==> config.mk <==
export PLATFORM = sky130hd
export DESIGN_NAME = sram_lane_ctrl
export DESIGN_NICKNAME = d
export VERILOG_FILES = /design/src/rtl/sram_lane_pkg.sv /design/src/rtl/sram_cycle_timer.sv /design/src/rtl/sram_lane_mask.sv /design/src/rtl/sram_access_seq.sv /design/src/rtl/sram_lane_ctrl.sv
export SDC_FILE = /design/constraint.sdc
export NUM_CORES = 1
export LEC_CHECK = 0
export ABC_AREA = 0
export BUFFER_PORTS_ARGS = -buffer_cell sky130_fd_sc_hd__buf_2
export CORE_UTILIZATION = 48
export CTS_CLUSTER_DIAMETER = 200
export DETAILED_ROUTE_END_ITERATION = 10
export PLACE_DENSITY_LB_ADDON = 0.25
export SYNTH_ARGS = -nofsm -noshare
export SYNTH_HDL_FRONTEND = slang
export SYNTH_HIERARCHICAL = 1
export SYNTH_SLANG_ARGS = --single-unit
==> constraint.sdc <==
create_clock -name clk -period 2.1 [get_ports clk]
set_clock_uncertainty 0.1 [all_clocks]
set_input_delay 0.42 -clock clk [delete_from_list [all_inputs] [get_ports clk]]
set_output_delay 0.42 -clock clk [all_outputs]
set_load 0.02 [all_outputs]
==> src/rtl/sram_lane_pkg.sv <==
package sram_lane_pkg;

   typedef enum logic [1:0] {
      ST_IDLE  = 2'd0,
      ST_WRITE = 2'd1,
      ST_READ  = 2'd2,
      ST_TURN  = 2'd3
   } ctl_state_t;

   // nanoseconds to whole clock cycles, rounded up
   function automatic int ns_to_cyc(input int ns, input int clk_ns);
      return (ns + clk_ns - 1) / clk_ns;
   endfunction

   function automatic int max_of(input int a, input int b);
      return (a > b) ? a : b;
   endfunction

endpackage

==> src/rtl/sram_cycle_timer.sv <==
module sram_cycle_timer #(
   parameter int CNT_W = 4
) (
   input  logic             clk,
   input  logic             rst,
   input  logic             load,
   input  logic [CNT_W-1:0] load_val,
   output logic [CNT_W-1:0] count,
   output logic             at_zero
);

   always_ff @(posedge clk) begin
      if (rst)
         count <= '0;
      else if (load)
         count <= load_val;
      else if (count != '0)
         count <= count - 1'b1;
   end

   assign at_zero = (count == '0);


   timer_floor_chk: assert property (@(posedge clk) disable iff (rst)
      (!load && at_zero) |=> at_zero);

endmodule

==> src/rtl/sram_lane_mask.sv <==
module sram_lane_mask #(
   parameter int LANES  = 2,
   parameter int LANE_W = 8
) (
   input  logic [LANES-1:0]        lane_n,
   input  logic [LANES*LANE_W-1:0] raw,
   output logic [LANES*LANE_W-1:0] masked
);

   for (genvar l = 0; l < LANES; l++) begin : g_lane
      assign masked[l*LANE_W +: LANE_W] = lane_n[l] ? '0 : raw[l*LANE_W +: LANE_W];
   end

endmodule

==> src/rtl/sram_access_seq.sv <==
module sram_access_seq
   import sram_lane_pkg::*;
#(
   parameter int LANES     = 2,
   parameter int W_LOW_CYC = 5,
   parameter int WC_CYC    = 7,
   parameter int RC_CYC    = 7,
   parameter int TURN_CYC  = 2,
   parameter int CNT_W     = 3
) (
   input  logic             clk,
   input  logic             rst,
   input  logic             req,
   input  logic             is_write,
   input  logic [LANES-1:0] host_be,
   output logic             ready,
   output logic             accept,
   output logic             zero_rd,
   output logic             capture,
   output logic             ce_n,
   output logic             we_n,
   output logic             oe_n,
   output logic [LANES-1:0] lane_n,
   output logic             dq_oe
);

   localparam logic [CNT_W-1:0] WC_LD   = CNT_W'(WC_CYC - 1);
   localparam logic [CNT_W-1:0] RC_LD   = CNT_W'(RC_CYC - 1);
   localparam logic [CNT_W-1:0] TURN_LD = CNT_W'((TURN_CYC > 0) ? TURN_CYC - 1 : 0);
   localparam logic [CNT_W-1:0] WE_RISE = CNT_W'(WC_CYC - W_LOW_CYC);

   ctl_state_t       state;
   ctl_state_t       after_read;
   logic             turn_used;
   logic [CNT_W-1:0] cnt;
   logic             cnt_zero;
   logic             tmr_load;
   logic [CNT_W-1:0] tmr_val;

   if (TURN_CYC > 0) begin : g_turn
      assign after_read = ST_TURN;
      assign turn_used  = 1'b1;
   end else begin : g_no_turn
      assign after_read = ST_IDLE;
      assign turn_used  = 1'b0;
   end

   assign ready   = (state == ST_IDLE);
   assign accept  = ready && req && (|host_be);
   assign zero_rd = ready && req && !(|host_be) && !is_write;
   assign capture = (state == ST_READ) && cnt_zero;

   assign tmr_load = accept || (capture && turn_used);
   assign tmr_val  = accept ? (is_write ? WC_LD : RC_LD) : TURN_LD;

   sram_cycle_timer #(.CNT_W(CNT_W)) i_timer (
      .clk      (clk),
      .rst      (rst),
      .load     (tmr_load),
      .load_val (tmr_val),
      .count    (cnt),
      .at_zero  (cnt_zero)
   );

   always_ff @(posedge clk) begin
      if (rst) begin
         state  <= ST_IDLE;
         ce_n   <= 1'b1;
         we_n   <= 1'b1;
         oe_n   <= 1'b1;
         lane_n <= '1;
         dq_oe  <= 1'b0;
      end else begin
         unique case (state)
            ST_IDLE: begin
               if (accept) begin
                  ce_n   <= 1'b0;
                  lane_n <= ~host_be;
                  if (is_write) begin
                     we_n  <= 1'b0;
                     dq_oe <= 1'b1;
                     state <= ST_WRITE;
                  end else begin
                     oe_n  <= 1'b0;
                     state <= ST_READ;
                  end
               end
            end
            ST_WRITE: begin
               if (cnt == WE_RISE) begin
                  we_n  <= 1'b1;
                  dq_oe <= 1'b0;
               end
               if (cnt_zero) begin
                  ce_n   <= 1'b1;
                  lane_n <= '1;
                  we_n   <= 1'b1;
                  dq_oe  <= 1'b0;
                  state  <= ST_IDLE;
               end
            end
            ST_READ: begin
               if (cnt_zero) begin
                  ce_n   <= 1'b1;
                  oe_n   <= 1'b1;
                  lane_n <= '1;
                  state  <= after_read;
               end
            end
            ST_TURN: begin
               if (cnt_zero)
                  state <= ST_IDLE;
            end
            default: state <= ST_IDLE;
         endcase
      end
   end


   drive_only_in_write_chk: assert property (@(posedge clk) disable iff (rst)
      dq_oe |-> (!we_n && !ce_n));


   we_blocks_oe_chk: assert property (@(posedge clk) disable iff (rst)
      !we_n |-> oe_n);


   idle_standby_chk: assert property (@(posedge clk) disable iff (rst)
      ready |-> (ce_n && we_n && oe_n && (&lane_n) && !dq_oe));


   empty_mask_chk: assert property (@(posedge clk) disable iff (rst)
      (ready && req && !(|host_be)) |=> (ready && ce_n));


   lanes_hold_chk: assert property (@(posedge clk) disable iff (rst)
      (!ce_n && $past(!ce_n)) |-> $stable(lane_n));


   read_strobe_chk: assert property (@(posedge clk) disable iff (rst)
      !oe_n |-> (!ce_n && we_n && !dq_oe));

   if (W_LOW_CYC > 1) begin : g_we_min

      we_min_width_chk: assert property (@(posedge clk) disable iff (rst)
         $fell(we_n) |=> !we_n);
   end

endmodule

==> src/rtl/sram_lane_ctrl.sv <==
module sram_lane_ctrl
   import sram_lane_pkg::*;
#(
   parameter int CLK_NS  = 10,
   parameter int ADDR_W  = 18,
   parameter int DATA_W  = 16,
   parameter int T_WP_NS = 40,
   parameter int T_DW_NS = 40,
   parameter int T_AW_NS = 50,
   parameter int T_RC_NS = 70,
   parameter int T_AA_NS = 70,
   parameter int T_OE_NS = 25,
   parameter int T_HZ_NS = 20
) (
   input  logic              clk,
   input  logic              rst,
   input  logic              host_req,
   input  logic              host_write,
   input  logic [ADDR_W-1:0] host_addr,
   input  logic [DATA_W-1:0] host_wdata,
   input  logic [1:0]        host_be,
   output logic              host_ready,
   output logic [DATA_W-1:0] host_rdata,
   output logic              host_rvalid,
   output logic [ADDR_W-1:0] mem_addr,
   output logic              mem_ce_n,
   output logic              mem_we_n,
   output logic              mem_oe_n,
   output logic              mem_lb_n,
   output logic              mem_ub_n,
   output logic [DATA_W-1:0] mem_dq_out,
   output logic              mem_dq_oe,
   input  logic [DATA_W-1:0] mem_dq_in
);

   localparam int LANES     = 2;
   localparam int LANE_W    = DATA_W / LANES;
   localparam int W_LOW_CYC = max_of(ns_to_cyc(max_of(T_WP_NS, T_DW_NS), CLK_NS),
                                     ns_to_cyc(T_AW_NS, CLK_NS));
   localparam int RC_CYC    = max_of(max_of(ns_to_cyc(T_RC_NS, CLK_NS),
                                            ns_to_cyc(T_AA_NS, CLK_NS)),
                                     ns_to_cyc(T_OE_NS, CLK_NS));
   localparam int WC_CYC    = max_of(W_LOW_CYC, ns_to_cyc(T_RC_NS, CLK_NS));
   localparam int TURN_CYC  = ns_to_cyc(T_HZ_NS, CLK_NS);
   localparam int MAX_CYC   = max_of(max_of(WC_CYC, RC_CYC), TURN_CYC);
   localparam int CNT_W     = $clog2(MAX_CYC + 1);

   if (CLK_NS < 1) begin : g_bad_clk
      $error("CLK_NS must be positive");
   end
   if ((DATA_W % LANES) != 0 || DATA_W < 2) begin : g_bad_width
      $error("DATA_W must split into two equal lanes");
   end
   if (ADDR_W < 1) begin : g_bad_addr
      $error("ADDR_W must be positive");
   end
   if (W_LOW_CYC < 1 || RC_CYC < 1) begin : g_bad_timing
      $error("access timing must be at least one cycle");
   end

   logic             accept;
   logic             zero_rd;
   logic             capture;
   logic [LANES-1:0] lane_n;
   logic [DATA_W-1:0] lane_data;

   sram_access_seq #(
      .LANES     (LANES),
      .W_LOW_CYC (W_LOW_CYC),
      .WC_CYC    (WC_CYC),
      .RC_CYC    (RC_CYC),
      .TURN_CYC  (TURN_CYC),
      .CNT_W     (CNT_W)
   ) i_seq (
      .clk      (clk),
      .rst      (rst),
      .req      (host_req),
      .is_write (host_write),
      .host_be  (host_be),
      .ready    (host_ready),
      .accept   (accept),
      .zero_rd  (zero_rd),
      .capture  (capture),
      .ce_n     (mem_ce_n),
      .we_n     (mem_we_n),
      .oe_n     (mem_oe_n),
      .lane_n   (lane_n),
      .dq_oe    (mem_dq_oe)
   );

   assign mem_lb_n = lane_n[0];
   assign mem_ub_n = lane_n[1];

   sram_lane_mask #(.LANES(LANES), .LANE_W(LANE_W)) i_mask (
      .lane_n (lane_n),
      .raw    (mem_dq_in),
      .masked (lane_data)
   );

   always_ff @(posedge clk) begin
      if (rst) begin
         mem_addr   <= '0;
         mem_dq_out <= '0;
      end else if (accept) begin
         mem_addr   <= host_addr;
         mem_dq_out <= host_wdata;
      end
   end

   always_ff @(posedge clk) begin
      if (rst) begin
         host_rdata  <= '0;
         host_rvalid <= 1'b0;
      end else begin
         host_rvalid <= capture || zero_rd;
         if (capture)
            host_rdata <= lane_data;
         else if (zero_rd)
            host_rdata <= '0;
      end
   end


   rvalid_pulse_chk: assert property (@(posedge clk) disable iff (rst)
      host_rvalid |=> !host_rvalid);


   addr_hold_chk: assert property (@(posedge clk) disable iff (rst)
      (!mem_ce_n && $past(!mem_ce_n)) |-> $stable(mem_addr));


   busy_no_accept_chk: assert property (@(posedge clk) disable iff (rst)
      (!host_ready && !mem_ce_n && $past(!mem_ce_n)) |-> $stable(mem_dq_out));

endmodule

# After elaboration in Yosys (flattened, before gate mapping)
# Index checks and enable logic that the tools add are counted.
op_classes:
  addsub: 1
  n_bitwise: 1
  eq_ne: 11
  n_reduce_logical: 24
  muxes: 30
op_table:
  columns: ["operator", "n"]
  rows:
  - ["2-to-1 mux 16 bit", 2]
  - ["2-to-1 mux 8 bit", 2]
  - ["2-to-1 mux 1 bit", 12]
  - ["2-to-1 mux 2 bit", 5]
  - ["nonzero test 2 bit", 5]
  - ["2-to-1 mux 3 bit", 3]
  - ["case mux 1 bit (2 select lines)", 4]
  - ["AND reduction 4 bit", 2]
  - ["inequality test 2 x 1 -> 1 bit (second input constant)", 3]
  - ["inequality test 2 bit (second input constant)", 3]
  - ["case mux 2 bit (3 select lines)", 1]
  - ["AND reduction 3 bit", 2]
  - ["OR reduction 2 bit", 3]
  - ["logical AND 1 bit", 5]
  - ["equality test 2 bit (second input constant)", 2]
  - ["case mux 2 bit (2 select lines)", 1]
  - ["equality test 3 x 2 -> 1 bit (second input constant)", 1]
  - ["zero test 3 bit", 1]
  - ["inequality test 3 x 1 -> 1 bit (second input constant)", 1]
  - ["nonzero test 3 bit", 1]
  - ["subtractor 3 x 1 -> 3 bit (second input constant)", 1]
  - ["equality test 2 x 1 -> 1 bit (second input constant)", 1]
  - ["zero test 1 bit", 2]
  - ["zero test 2 bit", 1]
  - ["other kinds (2)", 3]
word_totals:
  reg_bits: 62
  out_inout_bits: 58
  input_bits: 56
  elab_cells: 78

# Depth between registers and ports, before layout
# Gate-level depths: netlist of the first run.
depth:
  word_depth: 6
  mapped_depth: 10
  ltp_nobuf: 8

# Cells and area by module
# The synthesis of the first run kept the hierarchy.
modules_own_cells:
  columns: ["mod", "cells_each", "area_each_um2", "seq_area_each_um2", "n_inst"]
  rows:
  - ["sram_lane_ctrl", 186, 1930.6, 1021.0, 1]
  - ["sram_access_seq", 60, 549.3, 160.2, 1]
  - ["sram_cycle_timer", 22, 206.4, 60.1, 1]
  - ["sram_lane_mask", 16, 100.1, 0.0, 1]

# Worst setup path before layout of the first run
# Ideal clock, no wire load.
synth_timing:
  kind: "register to register"
  start: "register i_seq.state[0]"
  end: "register host_rdata[11]"
  setup_slack_ps: 124
  setup_ps: 88
  arrival_ps: 1788
  required_ps: 1912
  synth_period_minus_slack_ps: 1976
  path_buffers: 3
  stages_incl_launch_ff: 9
  cell_sequence: "dfxtp_1 inv_1 ha_1 buf_2 and4b_1 or2_1 buf_6 buf_6 o32ai_2"
synth_between:
  elab_chain_len: 5
  word_cells_on_any_way: 8
  classes_between: "eq/ne (1); mux (1); reduce/logical (6)"
synth_lines:
  columns: ["item", "line_no", "rtl"]
  rows:
  - ["from (decl)", "sram_access_seq.sv:32", "ctl_state_t state;"]
  - ["from (signal assigned)", "sram_access_seq.sv:107", "state <= after_read;"]
  - ["zero test 2 bit", "sram_access_seq.sv:48", "assign ready = (state == ST_IDLE);"]
  - ["via host_ready", "sram_lane_ctrl.sv:22", "output logic host_ready,"]
  - ["logical AND 1 bit (3 in a row)", "sram_access_seq.sv:50", "assign zero_rd = ready && req && !(|host_be) && !is_write;"]
  - ["via zero_rd", "sram_lane_ctrl.sv:62", "logic zero_rd;"]
  - ["nonzero test 2 bit (no source line)", null, null]
  - ["to (signal assigned)", "sram_lane_ctrl.sv:117", "host_rdata <= lane_data;"]
  - ["to (decl)", "sram_lane_ctrl.sv:23", "output logic [DATA_W-1:0] host_rdata,"]
# The timed path passes the listed nets, and every way through them passes these cells.
# A chain may end at the register's enable or synchronous reset.

# Worst setup path after layout of the first run
layout_timing:
  start: "register i_seq.state[0]"
  end: "register host_rdata[15]"
layout_between:
  elab_chain_len: 5
  word_cells_on_any_way: 8
  classes_between: "eq/ne (1); mux (1); reduce/logical (6)"
layout_lines:
  columns: ["item", "line_no"]
  rows:
  - ["zero test 2 bit", "sram_access_seq.sv:48"]
  - ["logical AND 1 bit (3 in a row)", "sram_access_seq.sv:50"]
  - ["via zero_rd", "sram_lane_ctrl.sv:62"]
  - ["nonzero test 2 bit (no source line)", null]
# The timed path passes the listed nets, and every way through them passes these cells.

==> metrics.txt, run 1 <==
Area Growth Syn to Fin 27.8%; Hold Crit Class in -> reg; post-CTS setup repair buffer count 0; vias in the first global route 2245; hold slack 218 ps; Crit-path slowest cell or2_1; Post-synth top cells 62 x dfxtp_1, 44 x nor2_1, 39 x mux2i_1; Synth top area share 44.5%; critical path launch point type flop; routed vias/inst 4.93; yosys warns 6; DRC Markers 0; CTS buffer count 9; worst flop-to-flop path endpoint host_rdata[15]; clock latency on the worst-skew pair 330 ps; top-count cell post-synth dfxtp_1; Setup TNS 0 ps; die area 6110 µm²; R2R Path Start i_seq/state[0]; grt total ovfl 0; VDD IR max 0.000579 V; final wirelength 5890 µm; initial antenna violation count 0; final worst-path cycle share 93.8%; Root Buffer clkbuf_8; GPL Wtd Cong 0.777; register area share after synthesis 44.5%; H-tree Lvls 3; CTS Buffer Depth 2; core area 5540 µm²; MaxCap Viol Count 0; min-delay src host_wdata[3]; dominant cells by area after synthesis dfxtp_1 45%, mux2i_1 14%, nor2_1 5.9%, o32ai_2 5.8%, nor2b_1 4.7%; pwr dens 1080 nW/µm²; hold endpoint mem_dq_out[3]; Leak 1.65 nW; share of cells above drive strength 1 38.1%; Final setup viols 0; Final min period 1970 ps; CP required 2230 ps; Final Slew Violations 0; WHS Path Cells 3; DP HPWL 4190 µm; Mapped Nets 347; CTS tree yes; CP arrival 2100 ps; Post-synth EDFFs 0; Detailed Routing Iterations Pass 1 4; DRT antenna net count 0; Setup CP Type reg -> reg; critical path endpoint category flop; placed cell areas 3390 µm²; dominant synthesized flop cell dfxtp_1; flops & latches, synth 62; Sinks on Clock Net 62; die width 78.2 µm; largest net degree at the start of global routing 40; r2r setup slk 130 ps; Max Fclk 508 MHz; Slew HR 52.2%; peak fanout along the critical path 15; actual slew at the worst max-slew pin 718 ps; Synth cell types 41; mapped cell area 2790 µm²; Critical Path Max Stage Delay 490 ps; worst path cell trace inv_1 -> ha_1 -> and4b_1 -> or2_1 -> o32ai_1; NumNets Final 458; Mapped Avg Cell Area 9.81 µm²; Pwr Total 3.84 mW; first-pass GRT wire length 9660 µm; via count 2324; initial DRC count 69; RSZ-0062 raised after global routing no; Reg2Reg Depth 5; Starting Density 50.3%; post-route cell area 3560 µm²; diode count 0; clk slew on worst S/H paths 70 ps; Top delay family on crit path simple AND/OR/NAND/NOR gates; row cnt 27; Yosys top cell by area dfxtp_1; final hold vios 0; Die Height 78.2 µm; Overall Global Routing Usage 20.3%; Top-Level Pins 114; Cells after Synth 284; WL/cell 12.5 µm; Buf/Inv on CP 1; PortBufs 113; post-synthesis async set-or-reset flop share 0%; status finished, final reports clean
timing repair:
action,in CTS,in global routing
resized for setup,0,1
setup endpoints to repair,0,1
hold buffers,0,0
hold endpoints to repair,0,0
routing by layer:
| layer | vias to the layer above | wire (µm) | GRT usage [%] |
|---|---|---|---|
| met5 | - | 0 | 0 |
| met4 | 0 | 68 | 10.0 |
| met3 | 7 | 306 | 6.63 |
| met2 | 64 | 2970 | 35.5 |
| met1 | 1076 | 2550 | 21.9 |
| li1 | 1177 | - | - |
cells by family (layout without fill, tap and decap cells):
family | count (synthesis) | in the layout | synth area share [%]
adder cells (fa/ha/maj) | 7 | 7 | 3.14
AO/OA/AOI/OAI | 32 | 32 | 13.3
flip-flops | 62 | 62 | 44.5
multiplexers | 40 | 40 | 14.4
buffers and inverters | 44 | 159 | 7.09
AND/OR/NAND/NOR | 99 | 99 | 17.5
layout make-up:
class | instances | area, µm²
fill | 497 | 1980
multi-input combinational | 178 | 1350
sequential | 62 | 1240
timing repair buffer | 118 | 616
clock buffer | 11 | 141
inverter | 26 | 97.6
tap | 72 | 90.1
clock inverter | 4 | 23.8
flip-flops by register name, indices dropped and copies added (netlist names):
signal               count
i_seq/i_timer/count      3
i_seq/we_n               1
i_seq/ce_n               1
i_seq/lane_n             2
i_seq/state              2
i_seq/dq_oe              1
host_rdata              16
mem_addr                18
mem_dq_out              16
host_rvalid              1
i_seq/oe_n               1
worst min-delay path, delay by kind of cell:
family / cells / cell delay (ps)
buf+inv: 1 / 80
mux: 1 / 50
simple gates: 1 / 70
power by group:
group          internal (mW)  total, mW  switching (mW)  leakage (nW)
sequential              1.36       1.51           0.145         0.507
clock                  0.449      0.889           0.439        0.0889
combinational          0.614       1.44           0.827          1.06
total                   2.43       3.84            1.41          1.65
placed cells by master, fill, tap and decap left out, types with 2 or more instances in the layout:
| cell | Yosys | routed |
|---|---|---|
| a21o_1 | 2 | 2 |
| a221oi_2 | 2 | 2 |
| buf_2 | 4 | 113 |
| buf_4 | 3 | 4 |
| clkbuf_8 | 0 | 10 |
| clkinv_2 | 0 | 3 |
| dfxtp_1 | 62 | 62 |
| ha_1 | 7 | 7 |
| inv_1 | 26 | 25 |
| mux2i_1 | 39 | 39 |
| nand2_1 | 18 | 18 |
| nand2b_1 | 2 | 2 |
| nor2_1 | 44 | 44 |
| nor2b_1 | 21 | 21 |
| nor3b_1 | 2 | 2 |
| nor4b_1 | 2 | 2 |
| o32ai_1 | 5 | 5 |
| o32ai_2 | 10 | 10 |
| or3b_1 | 2 | 2 |
| or3b_2 | 2 | 2 |
through the flow:
stage | worst slack [ps] | std cells | utilization (%)
after global placement | 236 | 456 | 61.2
after detailed placement | 154 | 456 | 61.2
after CTS | 122 | 471 | 64.2
after floorplan | 124 | 284 | -
after global routing | 6.87 | 471 | 64.3
final | 130 | 471 | 64.3
worst max path at each step:
stage	start	end	cells past startpoint
6_report	i_seq/state[0]	host_rdata[15]	5
5_1_grt	i_seq/i_timer/count[0]	i_seq/i_timer/count[0]	8
4_1_cts	i_seq/state[0]	host_rdata[15]	5
3_5_place_dp	i_seq/state[0]	host_rdata[15]	5
3_3_place_gp	i_seq/state[0]	host_rdata[1]	5
2_1_floorplan	i_seq/state[0]	host_rdata[11]	8
Note: power is estimated with default switching activity, not from simulation.
==> run 2: changes to the inputs <==
--- a/config.mk
+++ b/config.mk
@@ -7,7 +7,7 @@
 export LEC_CHECK = 0
 export ABC_AREA = 0
 export BUFFER_PORTS_ARGS = -buffer_cell sky130_fd_sc_hd__buf_2
-export CORE_UTILIZATION = 48
+export CORE_UTILIZATION = 52
 export CTS_CLUSTER_DIAMETER = 200
 export DETAILED_ROUTE_END_ITERATION = 10
 export PLACE_DENSITY_LB_ADDON = 0.25
==> constraint.sdc (replaced) <==
create_clock -name clk -period 2.4 [get_ports clk]
set_clock_uncertainty 0.1 [all_clocks]
set_input_delay 0.48 -clock clk [delete_from_list [all_inputs] [get_ports clk]]
set_output_delay 0.48 -clock clk [all_outputs]
set_load 0.02 [all_outputs]
==> run 2 against run 1 <==
Against the previous run:
- maximum frequency shrank 8.5%
- combinational power shrank 13%
- die area shrank 7.5%
- register-to-register slack gained 120 ps
- final area grew 0.98%
- via count grew 2.1%
- sequential share of layout area shrank 0.34 points
- wire length shrank 0.70%
- critical endpoint is now host_rdata[3]
- hold slack gained 65 ps
- largest power group unchanged
- critical path depth is the same
- core utilization grew 5.7 points
==> metrics.txt, run 2 (synthesized netlist as in run 1, its figures left out) <==
status finished, final reports clean (unchanged); Starting Density 54.2% (was 50.3%); Detailed Routing Iterations Pass 1 4 (unchanged); DRT antenna net count 0 (unchanged); CTS Buffer Depth 2 (unchanged); Comb power frac 35.5% (was 37.5%); clk slew on worst S/H paths 70 ps (about the same); switching pwr 1.26 mW (was 1.41 mW); CP required 2490 ps (was 2230 ps); VDD IR max 0.000886 V (was 0.000579 V); Final min period 2150 ps (was 1970 ps); Largest register FFs 18 (unchanged); Internal Dissipation 2.26 mW (was 2.43 mW); Final setup viols 0 (unchanged); Pwr Total 3.52 mW (was 3.84 mW); Max Fclk 465 MHz (was 508 MHz); Clock power frac 27.1% (was 23.1%); routed vias/inst 5.05 (was 4.93); critical path endpoint category flop (unchanged); Top delay family on crit path simple AND/OR/NAND/NOR gates (unchanged); row cnt 26 (was 27); CTS buffer count 9 (unchanged); GPL Wtd Cong 0.751 (was 0.777); clock latency on the worst-skew pair 330 ps (about the same); Place WS 259 ps (was 154 ps); MaxCap Viol Count 0 (unchanged); Hold Crit Class in -> reg (unchanged); Area Growth Syn to Fin 29.1% (was 27.8%); initial antenna violation count 0 (unchanged); final worst-path cycle share 89.7% (was 93.8%); Slew HR 53.0% (was 52.2%); leading cell types in the layout, fill and taps excluded 113 x buf_2, 62 x dfxtp_1, 44 x nor2_1 (unchanged); DP HPWL 4040 µm (was 4190 µm); initial DRC count 70 (was 69); H-tree Lvls 3 (unchanged); worst path cell trace inv_1 -> ha_1 -> and4b_1 -> or2_1 -> o32ai_1 (unchanged); CP arrival 2240 ps (was 2100 ps); first-pass GRT wire length 8490 µm (was 9660 µm); core area 5140 µm² (was 5540 µm²); die area 5660 µm² (was 6110 µm²); PortBufs 113 (unchanged); Sinks on Clock Net 62 (unchanged); share of cells above drive strength 1 38.3% (was 38.1%); final hold vios 0 (unchanged); critical path launch point type flop (unchanged); final setup margin 248 ps (was 130 ps); Largest regs mem_addr x18, host_rdata x16, mem_dq_out x16 (unchanged); hold-fix buffer count after cts 0 (unchanged); NumNets Final 458 (unchanged); post-CTS setup repair buffer count 0 (unchanged); Seq pwr share 37.4% (was 39.3%); CTS tree yes (unchanged); Setup CP Type reg -> reg (unchanged); grt total ovfl 0 (unchanged); pwr dens 979 nW/µm² (was 1080 nW/µm²); commonest non-fill, non-tap cell in the layout buf_2 (unchanged); Buf/Inv on CP 1 (unchanged); Critical Path Max Stage Delay 580 ps (was 490 ps); switch share 35.9% (was 36.8%); Overall Global Routing Usage 20.0% (was 20.3%); DRC Markers 0 (unchanged); die width 75.2 µm (was 78.2 µm); Leak 1.67 nW (was 1.65 nW); post_cts resized 0 (unchanged); most flop-heavy register mem_addr (unchanged); Final Slew Violations 0 (unchanged); actual slew at the worst max-slew pin 704 ps (was 718 ps); Die Height 75.2 µm (was 78.2 µm); peak fanout along the critical path 15 (unchanged); via count 2372 (was 2324); Root Buffer clkbuf_8 (unchanged); vias in the first global route 1947 (was 2245); Setup TNS 0 ps (unchanged); Top-Level Pins 114 (unchanged); Crit-path slowest cell or2_1 (unchanged); diode count 0 (unchanged); WL/cell 12.5 µm (about the same); final wirelength 5850 µm (was 5890 µm); RSZ-0062 raised after global routing no (unchanged); largest net degree at the start of global routing 37 (was 40)
-- run 2: power by group through the flow --
stage	clock network (mW)	logic, mW	registers [mW]
detailed placement	0	1.24	1.34
global placement	0	1.22	1.33
floorplan	0	0.785	1.48
CTS	0.964	1.25	1.32
global route	1.00	1.36	1.34
finish	0.953	1.25	1.32
-- run 2: tightest hold or removal path, delay by kind of cell --
kind | cells | cell delay (ps)
buf+inv | 1 | 70
mux | 1 | 50
simple gates | 1 | 70
-- run 2: per-layer routing --
layer | vias up | track usage [%] | share of wire [%]
met5 | - | 0 | 0
met3 | 14 | 3.88 | 4.9
met2 | 72 | 35.7 | 49
met4 | 0 | 9.26 | 1.4
met1 | 1103 | 23.1 | 44
li1 | 1183 | - | -
-- run 2: final timing paths --
check,startpoint,to,slack [ps],depth (start not counted)
hold / removal,host_addr[7],mem_addr[7],280,3
setup / recovery,i_seq/state[0],host_rdata[3],250,5
hold reg to reg,host_rdata[15],host_rdata[15],380,2
setup reg to reg,i_seq/state[0],host_rdata[3],250,5
-- run 2: layout make-up --
class	count	area (µm²)
timing repair buffer	118	616
sequential	62	1240
inverter	26	97.6
tap	70	87.6
fill	449	1540
multi-input combinational	178	1350
clock inverter	5	56.3
clock buffer	11	151
-- run 2: through the flow --
stage | hold WS, ps | utilization, % | area (µm²) | instances
global placement | 363 | 65.9 | 3390 | 454
global route | 291 | 70.0 | 3600 | 470
finish | 283 | 70.0 | 3600 | 470
CTS | 269 | 70.0 | 3600 | 470
floorplan | 396 | - | 2790 | 284
detailed placement | 373 | 65.9 | 3390 | 454
